[src/rtl/led_dec_pkg.sv]
package led_dec_pkg;
  typedef enum logic [1:0] {
    PK_ZERO   = 2'd0,
    PK_ONE    = 2'd1,
    PK_GLITCH = 2'd2
  } pulse_kind_e;
endpackage

[src/rtl/led_run_meter.sv]
module led_run_meter #(
  parameter int CNT_W   = 9,
  parameter int GAP_LOW = 400
) (
  input  logic             clk_i,
  input  logic             rst_ni,
  input  logic             line_i,
  input  logic             sample_en_i,
  output logic             hi_done_o,
  output logic [CNT_W-1:0] hi_width_o,
  output logic             gap_o
);
  localparam logic [CNT_W-1:0] RUN_MAX = '1;
  localparam logic [CNT_W-1:0] GAP_AT  = GAP_LOW[CNT_W-1:0];

  logic             lvl_q;
  logic [CNT_W-1:0] run_q;
  logic [CNT_W-1:0] run_inc;

  assign run_inc = (run_q == RUN_MAX) ? run_q : run_q + 1'b1;

  always_ff @(posedge clk_i or negedge rst_ni) begin
    if (!rst_ni) begin
      lvl_q      <= 1'b0;
      run_q      <= '0;
      hi_done_o  <= 1'b0;
      hi_width_o <= '0;
      gap_o      <= 1'b0;
    end else begin
      hi_done_o <= 1'b0;
      gap_o     <= 1'b0;
      if (sample_en_i) begin
        if (line_i != lvl_q) begin
          lvl_q <= line_i;
          run_q <= {{(CNT_W-1){1'b0}}, 1'b1};
          if (lvl_q) begin
            hi_done_o  <= 1'b1;
            hi_width_o <= run_q;
          end
        end else begin
          run_q <= run_inc;
          // fires once: the low run is about to exceed GAP_LOW
          if (!lvl_q && run_q == GAP_AT) gap_o <= 1'b1;
        end
      end
    end
  end
endmodule

[src/rtl/led_width_class.sv]
module led_width_class
  import led_dec_pkg::*;
#(
  parameter int CNT_W    = 9,
  parameter int ZERO_MIN = 2,
  parameter int ZERO_MAX = 3,
  parameter int ONE_MIN  = 6,
  parameter int ONE_MAX  = 8
) (
  input  logic [CNT_W-1:0] width_i,
  output pulse_kind_e      kind_o
);
  localparam logic [CNT_W-1:0] ZMN = ZERO_MIN[CNT_W-1:0];
  localparam logic [CNT_W-1:0] ZMX = ZERO_MAX[CNT_W-1:0];
  localparam logic [CNT_W-1:0] OMN = ONE_MIN[CNT_W-1:0];
  localparam logic [CNT_W-1:0] OMX = ONE_MAX[CNT_W-1:0];

  logic in_zero, in_one;

  assign in_zero = (width_i >= ZMN) && (width_i <= ZMX);
  assign in_one  = (width_i >= OMN) && (width_i <= OMX);

  always_comb begin
    if (in_one)       kind_o = PK_ONE;
    else if (in_zero) kind_o = PK_ZERO;
    else              kind_o = PK_GLITCH;
  end
endmodule

[src/rtl/led_pixel_asm.sv]
module led_pixel_asm
  import led_dec_pkg::*;
#(
  parameter int PIX_BITS = 24,
  parameter int CNT_W    = 9,
  parameter int BITCNT_W = 32,
  parameter int FRMCNT_W = 16
) (
  input  logic                clk_i,
  input  logic                rst_ni,
  input  logic                hi_done_i,
  input  logic [CNT_W-1:0]    hi_width_i,
  input  pulse_kind_e         kind_i,
  input  logic                gap_i,
  output logic                pixel_valid_o,
  output logic [PIX_BITS-1:0] pixel_data_o,
  output logic                frame_start_o,
  output logic                trunc_o,
  output logic                glitch_o,
  output logic [CNT_W-1:0]    glitch_width_o,
  output logic [BITCNT_W-1:0] bit_count_o,
  output logic [FRMCNT_W-1:0] frame_count_o
);
  localparam int IDX_W = $clog2(PIX_BITS);
  localparam logic [IDX_W-1:0] IDX_LAST = IDX_W'(PIX_BITS - 1);

  logic                synced_q;
  logic                start_pend_q;
  logic [IDX_W-1:0]    idx_q;
  logic [PIX_BITS-1:0] sh_q;
  logic [PIX_BITS-1:0] sh_next;
  logic                bit_val;

  assign bit_val = (kind_i == PK_ONE);
  assign sh_next = {sh_q[PIX_BITS-2:0], bit_val};

  always_ff @(posedge clk_i or negedge rst_ni) begin
    if (!rst_ni) begin
      synced_q       <= 1'b0;
      start_pend_q   <= 1'b0;
      idx_q          <= '0;
      sh_q           <= '0;
      pixel_valid_o  <= 1'b0;
      pixel_data_o   <= '0;
      frame_start_o  <= 1'b0;
      trunc_o        <= 1'b0;
      glitch_o       <= 1'b0;
      glitch_width_o <= '0;
      bit_count_o    <= '0;
      frame_count_o  <= '0;
    end else begin
      pixel_valid_o <= 1'b0;
      frame_start_o <= 1'b0;
      trunc_o       <= 1'b0;
      glitch_o      <= 1'b0;
      if (gap_i) begin
        synced_q     <= 1'b1;
        start_pend_q <= 1'b1;
        if (idx_q != '0) trunc_o <= 1'b1;
        idx_q <= '0;
      end else if (hi_done_i && synced_q) begin
        if (kind_i == PK_GLITCH) begin
          glitch_o       <= 1'b1;
          glitch_width_o <= hi_width_i;
        end else begin
          bit_count_o <= bit_count_o + 1'b1;
          sh_q        <= sh_next;
          if (start_pend_q) begin
            start_pend_q  <= 1'b0;
            frame_start_o <= 1'b1;
            frame_count_o <= frame_count_o + 1'b1;
          end
          if (idx_q == IDX_LAST) begin
            idx_q         <= '0;
            pixel_valid_o <= 1'b1;
            pixel_data_o  <= sh_next;
          end else begin
            idx_q <= idx_q + 1'b1;
          end
        end
      end
    end
  end
endmodule

[src/rtl/led_pulse_decoder.sv]
module led_pulse_decoder
  import led_dec_pkg::*;
#(
  parameter int PIX_BITS = 24,
  parameter int GAP_LOW  = 400,
  parameter int ZERO_MIN = 2,
  parameter int ZERO_MAX = 3,
  parameter int ONE_MIN  = 6,
  parameter int ONE_MAX  = 8,
  parameter int CNT_W    = $clog2(GAP_LOW + 2),
  parameter int BITCNT_W = 32,
  parameter int FRMCNT_W = 16
) (
  input  logic                clk_i,
  input  logic                rst_ni,
  input  logic                line_i,
  input  logic                sample_en_i,
  output logic                pixel_valid_o,
  output logic [PIX_BITS-1:0] pixel_data_o,
  output logic                frame_start_o,
  output logic                trunc_o,
  output logic                glitch_o,
  output logic [CNT_W-1:0]    glitch_width_o,
  output logic [BITCNT_W-1:0] bit_count_o,
  output logic [FRMCNT_W-1:0] frame_count_o
);
  logic             hi_done;
  logic [CNT_W-1:0] hi_width;
  logic             gap;
  pulse_kind_e      kind;

  led_run_meter #(.CNT_W(CNT_W), .GAP_LOW(GAP_LOW)) u_meter (
    .clk_i      (clk_i),
    .rst_ni     (rst_ni),
    .line_i     (line_i),
    .sample_en_i(sample_en_i),
    .hi_done_o  (hi_done),
    .hi_width_o (hi_width),
    .gap_o      (gap)
  );

  led_width_class #(
    .CNT_W(CNT_W), .ZERO_MIN(ZERO_MIN), .ZERO_MAX(ZERO_MAX),
    .ONE_MIN(ONE_MIN), .ONE_MAX(ONE_MAX)
  ) u_class (
    .width_i(hi_width),
    .kind_o (kind)
  );

  led_pixel_asm #(
    .PIX_BITS(PIX_BITS), .CNT_W(CNT_W),
    .BITCNT_W(BITCNT_W), .FRMCNT_W(FRMCNT_W)
  ) u_asm (
    .clk_i         (clk_i),
    .rst_ni        (rst_ni),
    .hi_done_i     (hi_done),
    .hi_width_i    (hi_width),
    .kind_i        (kind),
    .gap_i         (gap),
    .pixel_valid_o (pixel_valid_o),
    .pixel_data_o  (pixel_data_o),
    .frame_start_o (frame_start_o),
    .trunc_o       (trunc_o),
    .glitch_o      (glitch_o),
    .glitch_width_o(glitch_width_o),
    .bit_count_o   (bit_count_o),
    .frame_count_o (frame_count_o)
  );
endmodule

[config.mk]
export PLATFORM = sky130hd
export DESIGN_NAME = led_pulse_decoder
export DESIGN_NICKNAME = d
export VERILOG_FILES = /design/src/rtl/led_dec_pkg.sv /design/src/rtl/led_run_meter.sv /design/src/rtl/led_width_class.sv /design/src/rtl/led_pixel_asm.sv /design/src/rtl/led_pulse_decoder.sv
export SDC_FILE = /design/constraint.sdc
export NUM_CORES = 1
export LEC_CHECK = 0
export ABC_AREA = 1
export BUFFER_PORTS_ARGS = -buffer_cell sky130_fd_sc_hd__buf_2
export CAP_MARGIN = 20
export CELL_PAD_IN_SITES_DETAIL_PLACEMENT = 1
export CELL_PAD_IN_SITES_GLOBAL_PLACEMENT = 1
export CORE_UTILIZATION = 40
export CTS_BUF_LIST = sky130_fd_sc_hd__clkbuf_4 sky130_fd_sc_hd__clkbuf_8
export DETAILED_ROUTE_END_ITERATION = 6
export PLACE_DENSITY_LB_ADDON = 0.1
export SYNTH_ARGS = -nofsm -noshare
export SYNTH_HDL_FRONTEND = slang
export SYNTH_SLANG_ARGS = --single-unit
export TNS_END_PERCENT = 30
[constraint.sdc]
create_clock -name clk_i -period 1.85 [get_ports clk_i]
set_clock_uncertainty 0.15 [all_clocks]
set_input_delay 0.185 -clock clk_i [delete_from_list [all_inputs] [get_ports clk_i]]
set_output_delay 0.185 -clock clk_i [all_outputs]
set_load 0.01 [all_outputs]
==> impl_results.md, run 1 <==
* Worst-Margin Slew at between 0.5 and 0.6 ns
* Port buffer count at 88
* Cell count after synthesis at 911
* GPL Wtd Cong at 0.881
* Area share of the largest cell type after synthesis at 48.9%
* Residual DRC count at 0
* CTS clk-pin slew, worst paths at 0.08 ns
* Average size of a mapped cell at 7.64 um^2
* EDFF count, synth at 0
* Die Wd at around 130 um
* Ant. Diodes at 0
* R2r worst-path depth at 11
* DR WL/cell at 16.3 um
* Io pins at 89
* Area contributors post-synth: dfrtp_1 49%, nand2_1 20%, nand3_1 7.0%, nand4_1 4.8%, nor2_1 4.3%
* Starting density of the core at 41.4%
* Routed WL at roughly 21 mm
* Via count at between 6,000 and 7,000
* Fin. max-slew vios at 0
* Seq/Total Area, Yosys at 48.9%
* Most frequent cells in the layout: 351 x nand2_1, 131 x dfrtp_1, 93 x nand3_1
* Post-synthesis cell type count at 30
* Layout Nets at 1,072
* CP required at 2.04 ns
* GRT overflow at 0
* Setup CP Type: flip-flop to flip-flop
* Tcrit/Tclk final at 98.8%
* Maximum fanout along the worst path at 6
* Most common cell after layout, fill and taps aside: nand2_1
* Async S/R FF share, synth at 100%
* Largest net degree at the start of global routing at between 40 and 50
* Post-synth top flop: dfrtp_1
* Hold slack at 0.0440 ns
* Initial DRC Count at 341
* First-pass GRT wire length at 33.5 mm
* Syn. warnings at 0
* DP HPWL at around 14 mm
* Setup violations, final at 0
* Die H at 134 um
* TritonRoute pass-1 iters at 5
* Core box area at 0.0168 mm^2
* Via density at 5.19
* FILL cells at 2,141
* Syn Nets at around 920
* Register bit total from synthesis at ~140
* Area Growth Syn to Fin at 27.4%
* H-tree levels at 4
* Worst Path Arrival at around 2.0 ns
* Leak Pwr at 4.62 nW
* Antenna violation net count after detailed routing at 0
* TNS Setup at 0 ns
* Final WS setup at 0.0221 ns
* Overall Global Routing Usage at 23.4%
* Row count at 47
* Antenna violations before repair at 0
* Fmax at between 500 and 600 MHz
* Root Buffer Master: clkbuf_8
* Startpoint Class: flip-flop
* Status: completed
* CTS Buffer Depth at 2
* Unrepaired setup endpoints after global routing: true
* Hold Fails Final Rpt at 0
* Skew-Pair Late Insertion Delay at 0.45 ns
* Die ar. at about 0.018 mm^2
* Cell Pwr Density at 1070 mW/mm^2
* Clock sinks at between 100 and 150
* Post-Synthesis Cell Area at slightly below 0.007 mm^2
* Minimum clock period at 1.83 ns
* Hold WC Path Type: primary input to async pin
* Max VDD drop at 795 uV
* Max-slew headroom at 64.4%
* CTS tree: yes
* Layout cells sized above 1 at a little under a quarter
* Vias in the first global route at 6,643
* Placed Cells at 1,238
* CTS buffer count at 17
* Biggest area consumer among synthesized cells: dfrtp_1
* Max Cap Viol at 0
* Final Non-Filler Cells at 1,290
* Post-place setup slack at -0.114 ns
* Worst setup EP type: flip-flop
[per-stage QoR]
| step | power, mW | instance area (um^2) | util (%) |
|---|---|---|---|
| floorplan | 4.89 | 6970 | - |
| global placement | 5.70 | 7980 | 47.4 |
| detailed placement | 5.75 | 7980 | 47.4 |
| CTS | 8.39 | 8430 | 50.1 |
| global route | 9.95 | 8870 | 52.7 |
| finish | 9.53 | 8870 | 52.7 |
[kinds of logic after synthesis]
logic type                 share of synthesized area, %
AOI/OAI and AO/OA                                  1.90
adders and majority gates                          1.44
xor gates and xnor gates                           2.64
buffers and inverters                              6.79
and+or+nand+nor                                    38.4
DFF                                                48.9
[synthesized netlist by cell type (2+ instances only)]
| library cell | count |
|---|---|
| buf_6 | 5 |
| nand3_2 | 2 |
| nand2_1 | 368 |
| nor3_1 | 8 |
| dfrtp_1 | 136 |
| xnor2_1 | 8 |
| nand3_4 | 2 |
| buf_4 | 8 |
| xor2_1 | 13 |
| nand4_1 | 53 |
| inv_1 | 67 |
| nor2_2 | 2 |
| nand3b_1 | 2 |
| o21ai_0 | 19 |
| buf_2 | 9 |
| nand3_1 | 98 |
| a21oi_1 | 3 |
| clkbuf_1 | 11 |
| ha_1 | 8 |
| nor2_1 | 79 |
[state kept, by name, summed over array words and instances, names as in the netlist]
register,flops
u_asm.bit_count_o,32
u_asm.pixel_data_o,24
u_asm.sh_q,23
u_asm.frame_count_o,16
u_asm.glitch_width_o,9
u_meter.hi_width_o,9
u_meter.run_q,9
u_asm.idx_q,5
u_asm.frame_start_o,1
u_asm.glitch_o,1
u_asm.pixel_valid_o,1
u_asm.start_pend_q,1
u_asm.synced_q,1
u_asm.trunc_o,1
u_meter.gap_o,1
u_meter.hi_done_o,1
u_meter.lvl_q,1
[area by class of cell]
| class | instances | area (um^2) | area share, % |
|---|---|---|---|
| clock buffers | 18 | 248 | 2.79 |
| clock inverters | 11 | 151 | 1.71 |
| inverters | 68 | 263 | 2.96 |
| multi-input cells | 677 | 3340 | 37.7 |
| flip-flops and latches | 136 | 3410 | 38.4 |
| well taps | 220 | 275 | 3.10 |
| repair buffers | 160 | 1180 | 13.3 |
[layer usage]
| metal | GRT usage [%] | vias to the layer above | routed length (um) |
|---|---|---|---|
| met5 | 0 | - | 0 |
| met4 | 6.38 | 0 | 270 |
| met3 | 4.20 | 21 | 664 |
| met2 | 36.9 | 114 | 10000 |
| met1 | 33.0 | 3326 | 10100 |
| li1 | - | 3236 | - |
[report_power, final]
part           switching (mW)  internal (mW)
Sequential              0.110           3.08
Clock                    1.24           1.35
Combinational            2.08           1.67
[worst max-delay path: stages, from the launching register on]
cell and delay (ns):
dfrtp_2 0.46, nor2_4 0.15, nand2_1 0.06, inv_1 0.05
nand2_1 0.06, nand3_2 0.09, nand2_4 0.08, clkbuf_16 0.18
buf_4 0.14, buf_4 0.13, nand4_1 0.07, nand2_1 0.07
[final timing paths]
kind / from / to / slack, ns
setup / recovery: u_meter.hi_width_o[4]$_DFFE_PN0P_ / u_asm.frame_count_o[2]$_DFFE_PN0P_ / 0.02
hold / removal: rst_ni / u_asm.bit_count_o[21]$_DFFE_PN0P_ / 0.04
setup reg to reg: u_meter.hi_width_o[4]$_DFFE_PN0P_ / u_asm.frame_count_o[2]$_DFFE_PN0P_ / 0.02
hold reg to reg: u_asm.pixel_data_o[23]$_DFFE_PN0P_ / u_asm.pixel_data_o[23]$_DFFE_PN0P_ / 0.32
max in group asynchronous: rst_ni / u_asm.bit_count_o[6]$_DFFE_PN0P_ / 0.90
min in group clk_i: u_asm.pixel_data_o[23]$_DFFE_PN0P_ / u_asm.pixel_data_o[23]$_DFFE_PN0P_ / 0.32
[timing repair]
item / in CTS / in global routing
endpoints found under the setup margin: 24 / 119
gates resized for setup: 6 / 68
hold buffers: 3 / 0
pin swaps: 2 / 16
cloned: 0 / 8
endpoints found under the hold margin: 139 / 0
setup buffers: 2 / 11
(Power assumes the default switching activity.)
==> run 2: changes to the inputs <==
--- a/config.mk
+++ b/config.mk
@@ -10,8 +10,9 @@
 export CAP_MARGIN = 20
 export CELL_PAD_IN_SITES_DETAIL_PLACEMENT = 1
 export CELL_PAD_IN_SITES_GLOBAL_PLACEMENT = 1
-export CORE_UTILIZATION = 40
+export CORE_UTILIZATION = 44
 export CTS_BUF_LIST = sky130_fd_sc_hd__clkbuf_4 sky130_fd_sc_hd__clkbuf_8
+export CTS_CLUSTER_SIZE = 25
 export DETAILED_ROUTE_END_ITERATION = 6
 export PLACE_DENSITY_LB_ADDON = 0.1
 export SYNTH_ARGS = -nofsm -noshare
==> constraint.sdc (replaced) <==
create_clock -name clk_i -period 2 [get_ports clk_i]
set_clock_uncertainty 0.15 [all_clocks]
set_input_delay 0.2 -clock clk_i [delete_from_list [all_inputs] [get_ports clk_i]]
set_output_delay 0.2 -clock clk_i [all_outputs]
set_load 0.01 [all_outputs]
==> run 2 against run 1 <==
Effect of this change:
- largest power group is now sequential cells
- non-clock buffer count is 34 lower
- highest routed layer unchanged
- clock power is 5% lower
- critical endpoint is now u_meter.run_q[5]$_DFFE_PN0P_
- hold slack better by 0.025 ns
- final cell count is 3.3% lower
==> impl_results.md, run 2 (synthesis results as in run 1) <==
* Startpoint Class: flip-flop
* Largest register FFs at 32 (unchanged)
* CTS buffer count at 17 (unchanged)
* Max VDD drop at 616 uV (-22%)
* Fin area at 0.00833 mm^2 (-6.1%)
* Row count at 45 (-4.3%)
* Via count at 6,552 (-2.2%)
* Core box area at 0.0153 mm^2 (-8.9%)
* Die Wd at 128 um (-4.6%)
* Largest net degree at the start of global routing at 39 (-13%)
* Worst-Margin Slew at 0.538 ns (+0.00479 ns)
* Layout Nets at 1,036 (-3.4%)
* Max-slew headroom at 64.1% (-0.32 points)
* H-tree levels at 4 (unchanged)
* CTS Buffer Depth at 2 (unchanged)
* Skew-Pair Late Insertion Delay at 0.46 ns (about the same)
* CTS clk-pin slew, worst paths at 0.08 ns (about the same)
* CP required at 2.20 ns (+0.16 ns)
* Worst Path Arrival at 2.16 ns (+0.14 ns)
* DR WL/cell at 16.3 um (-0.45%)
* First-pass GRT wire length at 33.0 mm (-1.6%)
* Register-to-register path setup slack at 0.05 ns (+0.03 ns)
* Overall Global Routing Usage at 25.5% (+2.1 points)
* Most common cell after layout, fill and taps aside: nand2_1
* GRT overflow at 0 (unchanged)
* Status: completed
* Leak Pwr at 4.39 nW (-5.0%)
* Setup violations, final at 0 (unchanged)
* Post-place setup slack at 0.0365 ns (+0.151 ns)
* Largest regs: u_asm.bit_count_o (32), u_asm.pixel_data_o (24), u_asm.sh_q (23)
* Residual DRC count at 0 (unchanged)
* R2r endpoint: u_meter.run_q[5]$_DFFE_PN0P_
* Max incr delay on CP at 0.43 ns (-0.03 ns)
* Initial DRC Count at 390 (+14%)
* Port buffer count at 88 (unchanged)
* Worst setup EP type: flip-flop
* Cell repeated most along the worst path: nor2_1
* Worst Setup SP: u_meter.run_q[1]$_DFFE_PN0P_
* Fin. max-slew vios at 0 (unchanged)
* Die ar. at 0.0163 mm^2 (-9.0%)
* Die H at 128 um (-4.6%)
* Clock sinks at 136 (unchanged)
* Minimum clock period at 1.95 ns (+0.124 ns)
* Crit path capture: u_meter.run_q[5]$_DFFE_PN0P_
* Maximum fanout along the worst path at 3 (-3)
* Finished Core Util at 54.4% (+1.6 points)
* Antenna violation net count after detailed routing at 0 (unchanged)
* Tcrit/Tclk final at 97.6% (-1.2 points)
* Max Cap Viol at 0 (unchanged)
* Largest Register: u_asm.bit_count_o
* Cell Pwr Density at 929 mW/mm^2 (-13%)
* Io pins at 89 (unchanged)
* Final WS setup at 0.0484 ns (+0.0263 ns)
* Dpl cell area at 0.00776 mm^2 (-2.7%)
* Ant. Diodes at 0 (unchanged)
* Critical-path cell list: ha_2 -> nand3_1 -> nor2_1 -> ha_1 -> inv_1 -> nand2_1 -> nand2_2 -> inv_2 -> nor3_2 -> nand2_1 -> nor2_1 -> nor2_1
* Worst r2r src: u_meter.run_q[1]$_DFFE_PN0P_
* Area Growth Syn to Fin at 19.6%
* Slowest stage cell on the critical path: dfrtp_1
* DP HPWL at 13.8 mm (-2.0%)
* Fmax at 512 MHz (-6.3%)
* CTS tree: yes
* Antenna violations before repair at 0 (unchanged)
* Starting density of the core at 45.5% (+4.1 points)
* Root Buffer Master: clkbuf_8
* Setup CP Type: flip-flop to flip-flop
* Via density at 5.25 (+1.1%)
* GPL Wtd Cong at 0.877 (-0.48%)
* TNS Setup at 0 ns (unchanged)
* Unrepaired setup endpoints after global routing: true
* Vias in the first global route at 6,583 (-0.90%)
* Most frequent cells in the layout: 366 x nand2_1, 136 x dfrtp_1, 98 x nand3_1
* Layout cells sized above 1 at 17.2% (-6.7 points)
* Routed WL at 20.3 mm (-3.7%)
* R2r worst-path depth at 12 (+1)
* Hold WC Path Type: primary input to async pin
* TritonRoute pass-1 iters at 5 (unchanged)
* Hold Fails Final Rpt at 0 (unchanged)
* Pwr Total at 7.74 mW (-19%)
[run 2: cell count changes in the layout (fill, tap and decap cells not counted), moves of 6 or more]
cell | previous run | this run
nand2_2 | 16 | 2
nor2_2 | 12 | 3
nor2_1 | 66 | 77
o21ai_0 | 13 | 19
buf_4 | 54 | 29
o21ai_1 | 6 | 0
nand2_1 | 351 | 366
[run 2: power breakdown]
group / total, mW / internal, mW / leakage (nW) / switching, mW
Combinational: 2.32 / 0.771 / 2.29 / 1.54
Clock: 2.47 / 1.29 / 0.207 / 1.17
Sequential: 2.96 / 2.85 / 1.89 / 0.112
[run 2: metal layers]
metal	GRT usage (%)	part of all wire, %	vias up
met4	6.85	1.5	0
met3	4.72	2.8	20
met5	0	0	-
met1	33.4	46	3274
li1	-	-	3158
met2	43.4	50	100
[run 2: worst max-delay path: cells and delay by family, from the launching register on]
| kind | cells | cell delay, ns |
|---|---|---|
| buffers and inverters | 2 | 0.10 |
| flip-flops | 1 | 0.43 |
| AND/OR/NAND/NOR | 8 | 0.78 |
| adder cells (fa/ha/maj) | 2 | 0.38 |
[run 2: how the worst min path moves through the flow]
stage,from,endpoint,slack [ns],cells after the start
6_report,rst_ni,u_asm.bit_count_o[24]$_DFFE_PN0P_,0.07,2
5_1_grt,rst_ni,u_asm.bit_count_o[13]$_DFFE_PN0P_,0.09,2
4_1_cts,rst_ni,u_asm.bit_count_o[22]$_DFFE_PN0P_,0.07,2
3_5_place_dp,rst_ni,u_asm.bit_count_o[25]$_DFFE_PN0P_,-0.007,1
2_1_floorplan,rst_ni,u_asm.bit_count_o[0]$_DFFE_PN0P_,-0.25,0
3_3_place_gp,rst_ni,u_asm.bit_count_o[24]$_DFFE_PN0P_,-0.006,1
[run 2: repair_timing]
action	CTS	global route
hold endpoints to repair	139	0
setup buffers	0	5
resized for setup	0	13
hold buffers	3	0
endpoints found under the setup margin	0	53
[run 2: stage by stage]
| stage | hold WS, ns | cells |
|---|---|---|
| 2_1_floorplan | -0.246 | 911 |
| 3_3_place_gp | -0.00572 | 1206 |
| 3_5_place_dp | -0.00654 | 1206 |
| 4_1_cts | 0.0692 | 1241 |
| 5_1_grt | 0.0928 | 1248 |
| 6_report | 0.0690 | 1248 |
[run 2: area by class of cell]
class	instances	area, um^2
Inverter	68	255
Clock inverter	13	170
Multi-Input combinational cell	675	3160
Timing Repair Buffer	126	815
Clock buffer	19	255
Tap cell	211	264
Fill cell	1980	6990
Sequential cell	136	3400
==> run 3: changes to the inputs <==
--- a/config.mk
+++ b/config.mk
@@ -10,6 +10,7 @@
 export CAP_MARGIN = 20
 export CELL_PAD_IN_SITES_DETAIL_PLACEMENT = 1
 export CELL_PAD_IN_SITES_GLOBAL_PLACEMENT = 1
+export CORE_MARGIN = 2
 export CORE_UTILIZATION = 44
 export CTS_BUF_LIST = sky130_fd_sc_hd__clkbuf_4 sky130_fd_sc_hd__clkbuf_8
 export CTS_CLUSTER_SIZE = 25
==> constraint.sdc (replaced) <==
create_clock -name clk_i -period 2.1 [get_ports clk_i]
set_clock_uncertainty 0.15 [all_clocks]
set_input_delay 0.21 -clock clk_i [delete_from_list [all_inputs] [get_ports clk_i]]
set_output_delay 0.21 -clock clk_i [all_outputs]
set_load 0.01 [all_outputs]
==> run 3 against run 2 <==
Effect of this change:
- die area grew 3.2%
- non-clock buffer count shrank 12
- clock power shrank 15%
- register-to-register slack gained 0.08 ns
- combinational power shrank 14%
- highest routed layer unchanged
- global-route usage shrank 1.7 points
- largest power group unchanged
- flip-flop and latch count is the same
- power shrank 11%
- hold slack lost 0.010 ns
==> impl_results.md, run 3 (synthesis results as in run 1) <==
* Worst Path Arrival at 2.16 ns (about the same)
* Most common cell after layout, fill and taps aside: nand2_1
* Critical-path cell list: ha_1 -> nand3_1 -> nor2_1 -> ha_1 -> inv_1 -> nand2_1 -> nand2_1 -> nand3_1 -> nor3_4 -> nand3_1 -> nand2_1 -> nor2_1
* Minimum clock period at 1.97 ns (+0.0158 ns)
* Tcrit/Tclk final at 93.7% (-3.9 points)
* Maximum fanout along the worst path at 3 (unchanged)
* CTS Buffer Depth at 2 (unchanged)
* Switching share of power at 37.2% (+0.71 points)
* Clock network fraction of total power at 30.4% (-1.5 points)
* Row count at 45 (unchanged)
* Antenna violations before repair at 0 (unchanged)
* Skew-Pair Late Insertion Delay at 0.45 ns (about the same)
* Worst r2r src: u_meter.run_q[0]$_DFFE_PN0P_
* Worst setup EP type: flip-flop
* Largest regs: u_asm.bit_count_o (32), u_asm.pixel_data_o (24), u_asm.sh_q (23)
* CTS clk-pin slew, worst paths at 0.08 ns (about the same)
* Worst path buffer plus inverter count at 1 (-1)
* Unrepaired setup endpoints after global routing: true
* CP required at 2.29 ns (+0.09 ns)
* Slowest stage cell on the critical path: dfrtp_1
* Hold Fails Final Rpt at 0 (unchanged)
* Via count at 6,416 (-2.1%)
* Io pins at 89 (unchanged)
* Pwr Total at 6.88 mW (-11%)
* Initial DRC Count at 334 (-14%)
* Layout cells sized above 1 at 15.7% (-1.4 points)
* Final Non-Filler Cells at 1,234 (-1.1%)
* Most frequent cells in the layout: 366 x nand2_1, 136 x dfrtp_1, 98 x nand3_1
* Kind of cell adding the most delay to the critical path: simple AND/OR/NAND/NOR gates
* Setup violations, final at 0 (unchanged)
* Leak Pwr at 4.33 nW (-1.4%)
* Comb pwr share at 28.9% (-1.0 points)
* Die H at 130 um (+1.6%)
* Layout Nets at 1,022 (-1.4%)
* First-pass GRT wire length at 32.0 mm (-3.0%)
* Setup bufs post-CTS at 0 (unchanged)
* Area Growth Syn to Fin at 16.8%
* Antenna violation net count after detailed routing at 0 (unchanged)
* Largest register FFs at 32 (unchanged)
* Max incr delay on CP at 0.40 ns (-0.03 ns)
* Fmax at 508 MHz (-0.80%)
* Cell Pwr Density at 846 mW/mm^2 (-9.0%)
* Worst Setup SP: u_meter.run_q[0]$_DFFE_PN0P_
* DR WL/cell at 15.3 um (-5.7%)
* Die ar. at 0.0169 mm^2 (+3.2%)
* GPL Wtd Cong at 0.862 (-1.7%)
* Register-to-register path setup slack at 0.13 ns (+0.08 ns)
* Hold slack at 0.0585 ns (-0.0105 ns)
* Int Pwr at 4.32 mW (-12%)
* Fin. max-slew vios at 0 (unchanged)
* CTS buffer count at 17 (unchanged)
* Max-slew headroom at 69.7% (+5.6 points)
* Register share of total power at 40.7% (+2.5 points)
* TritonRoute pass-1 iters at 4 (-1)
* DP HPWL at 13.5 mm (-2.3%)
* Post-place setup slack at 0.0703 ns (+0.0339 ns)
* Die Wd at 130 um (+1.6%)
* Largest Register: u_asm.bit_count_o
* Starting density of the core at 45.5% (unchanged)
* Root Buffer Master: clkbuf_8
* Max Cap Viol at 0 (unchanged)
* Port buffer count at 88 (unchanged)
* Overall Global Routing Usage at 23.8% (-1.7 points)
* Placed Cells at 1,199 (-0.58%)
* Ant. Diodes at 0 (unchanged)
* Worst-Margin Slew at 0.455 ns (-0.0839 ns)
* Largest net degree at the start of global routing at 50 (+28%)
* CTS tree: yes
* Setup CP Type: flip-flop to flip-flop
* Via density at 5.20 (-0.96%)
* Max VDD drop at 567 uV (-7.9%)
* Core box area at 0.0153 mm^2 (unchanged)
* H-tree levels at 4 (unchanged)
* Hold WC Path Type: primary input to async pin
* GRT overflow at 0 (unchanged)
* Status: completed
* Switch Pwr at 2.56 mW (-9.4%)
* Routed WL at 18.9 mm (-6.8%)
* Final WS setup at 0.133 ns (+0.0842 ns)
* Startpoint Class: flip-flop
* Vias in the first global route at 6,562 (-0.32%)
* Clock sinks at 136 (unchanged)
* Residual DRC count at 0 (unchanged)
[run 3: cell types whose count changed in the layout (fill, tap and decap cells not counted), sizes merged]
cell / previous run / this run
bufinv: 3 / 1
nand3: 104 / 102
buf: 123 / 111
inv: 70 / 71
clkinv: 5 / 6
[run 3: final cells by class]
type	instances	area, um^2
Multi-Input combinational cell	673	3130
Inverter	68	255
Tap cell	211	264
Clock buffer	19	255
Timing Repair Buffer	114	712
Sequential cell	136	3400
Clock inverter	13	120
Fill cell	1981	7180
[run 3: path summary, 6_finish.rpt]
path | endpoint | cells after the start
min in group clk_i | u_asm.pixel_data_o[20]$_DFFE_PN0P_ | 2
max in group asynchronous | u_asm.idx_q[2]$_DFFE_PN0P_ | 3
hold reg to reg | u_asm.pixel_data_o[20]$_DFFE_PN0P_ | 2
setup reg to reg | u_meter.run_q[6]$_DFFE_PN0P_ | 12
setup / recovery | u_meter.run_q[6]$_DFFE_PN0P_ | 12
hold / removal | u_asm.bit_count_o[29]$_DFFE_PN0P_ | 2
[run 3: worst register-to-register path: stages (launching register included)]
cell	delay, ns
dfrtp_1	0.40
ha_1	0.24
nand3_1	0.09
nor2_1	0.05
ha_1	0.18
inv_1	0.05
nand2_1	0.04
nand2_1	0.10
nand3_1	0.16
nor3_4	0.18
nand3_1	0.09
nand2_1	0.08
nor2_1	0.05
[run 3: per-stage QoR]
stage	utilization, %	TNS (ns)	cell area, um^2
after detailed placement	50.3	0	7700
final	53.1	0	8140
after floorplan	-	0	6960
after global placement	50.3	0	7700
after CTS	52.9	0	8100
after global routing	53.1	-0.110	8140
[run 3: power groups by stage]
| stage | logic, mW | clock network, mW | registers, mW |
|---|---|---|---|
| 2_1_floorplan | 1.48 | 0 | 2.83 |
| 3_3_place_gp | 1.92 | 0 | 2.85 |
| 3_5_place_dp | 1.96 | 0 | 2.85 |
| 4_1_cts | 1.96 | 2.16 | 2.80 |
| 5_1_grt | 2.19 | 2.25 | 2.82 |
| 6_report | 1.99 | 2.09 | 2.80 |
[run 3: what timing repair did]
item                                    4_1_cts  5_1_grt
endpoints found under the setup margin        0       19
hold endpoints to repair                    140        0
hold buffers                                  3        0
resized for setup                             0        9
[run 3: layer usage]
metal | vias to the layer above | share of wire, % | GRT usage, % | wire length, um
met1 | 3175 | 46 | 32.0 | 8770
met5 | - | 0 | 0 | 0
li1 | 3126 | - | - | -
met3 | 22 | 3.4 | 4.43 | 636
met4 | 0 | 1.3 | 6.89 | 240
met2 | 93 | 49 | 39.5 | 9260
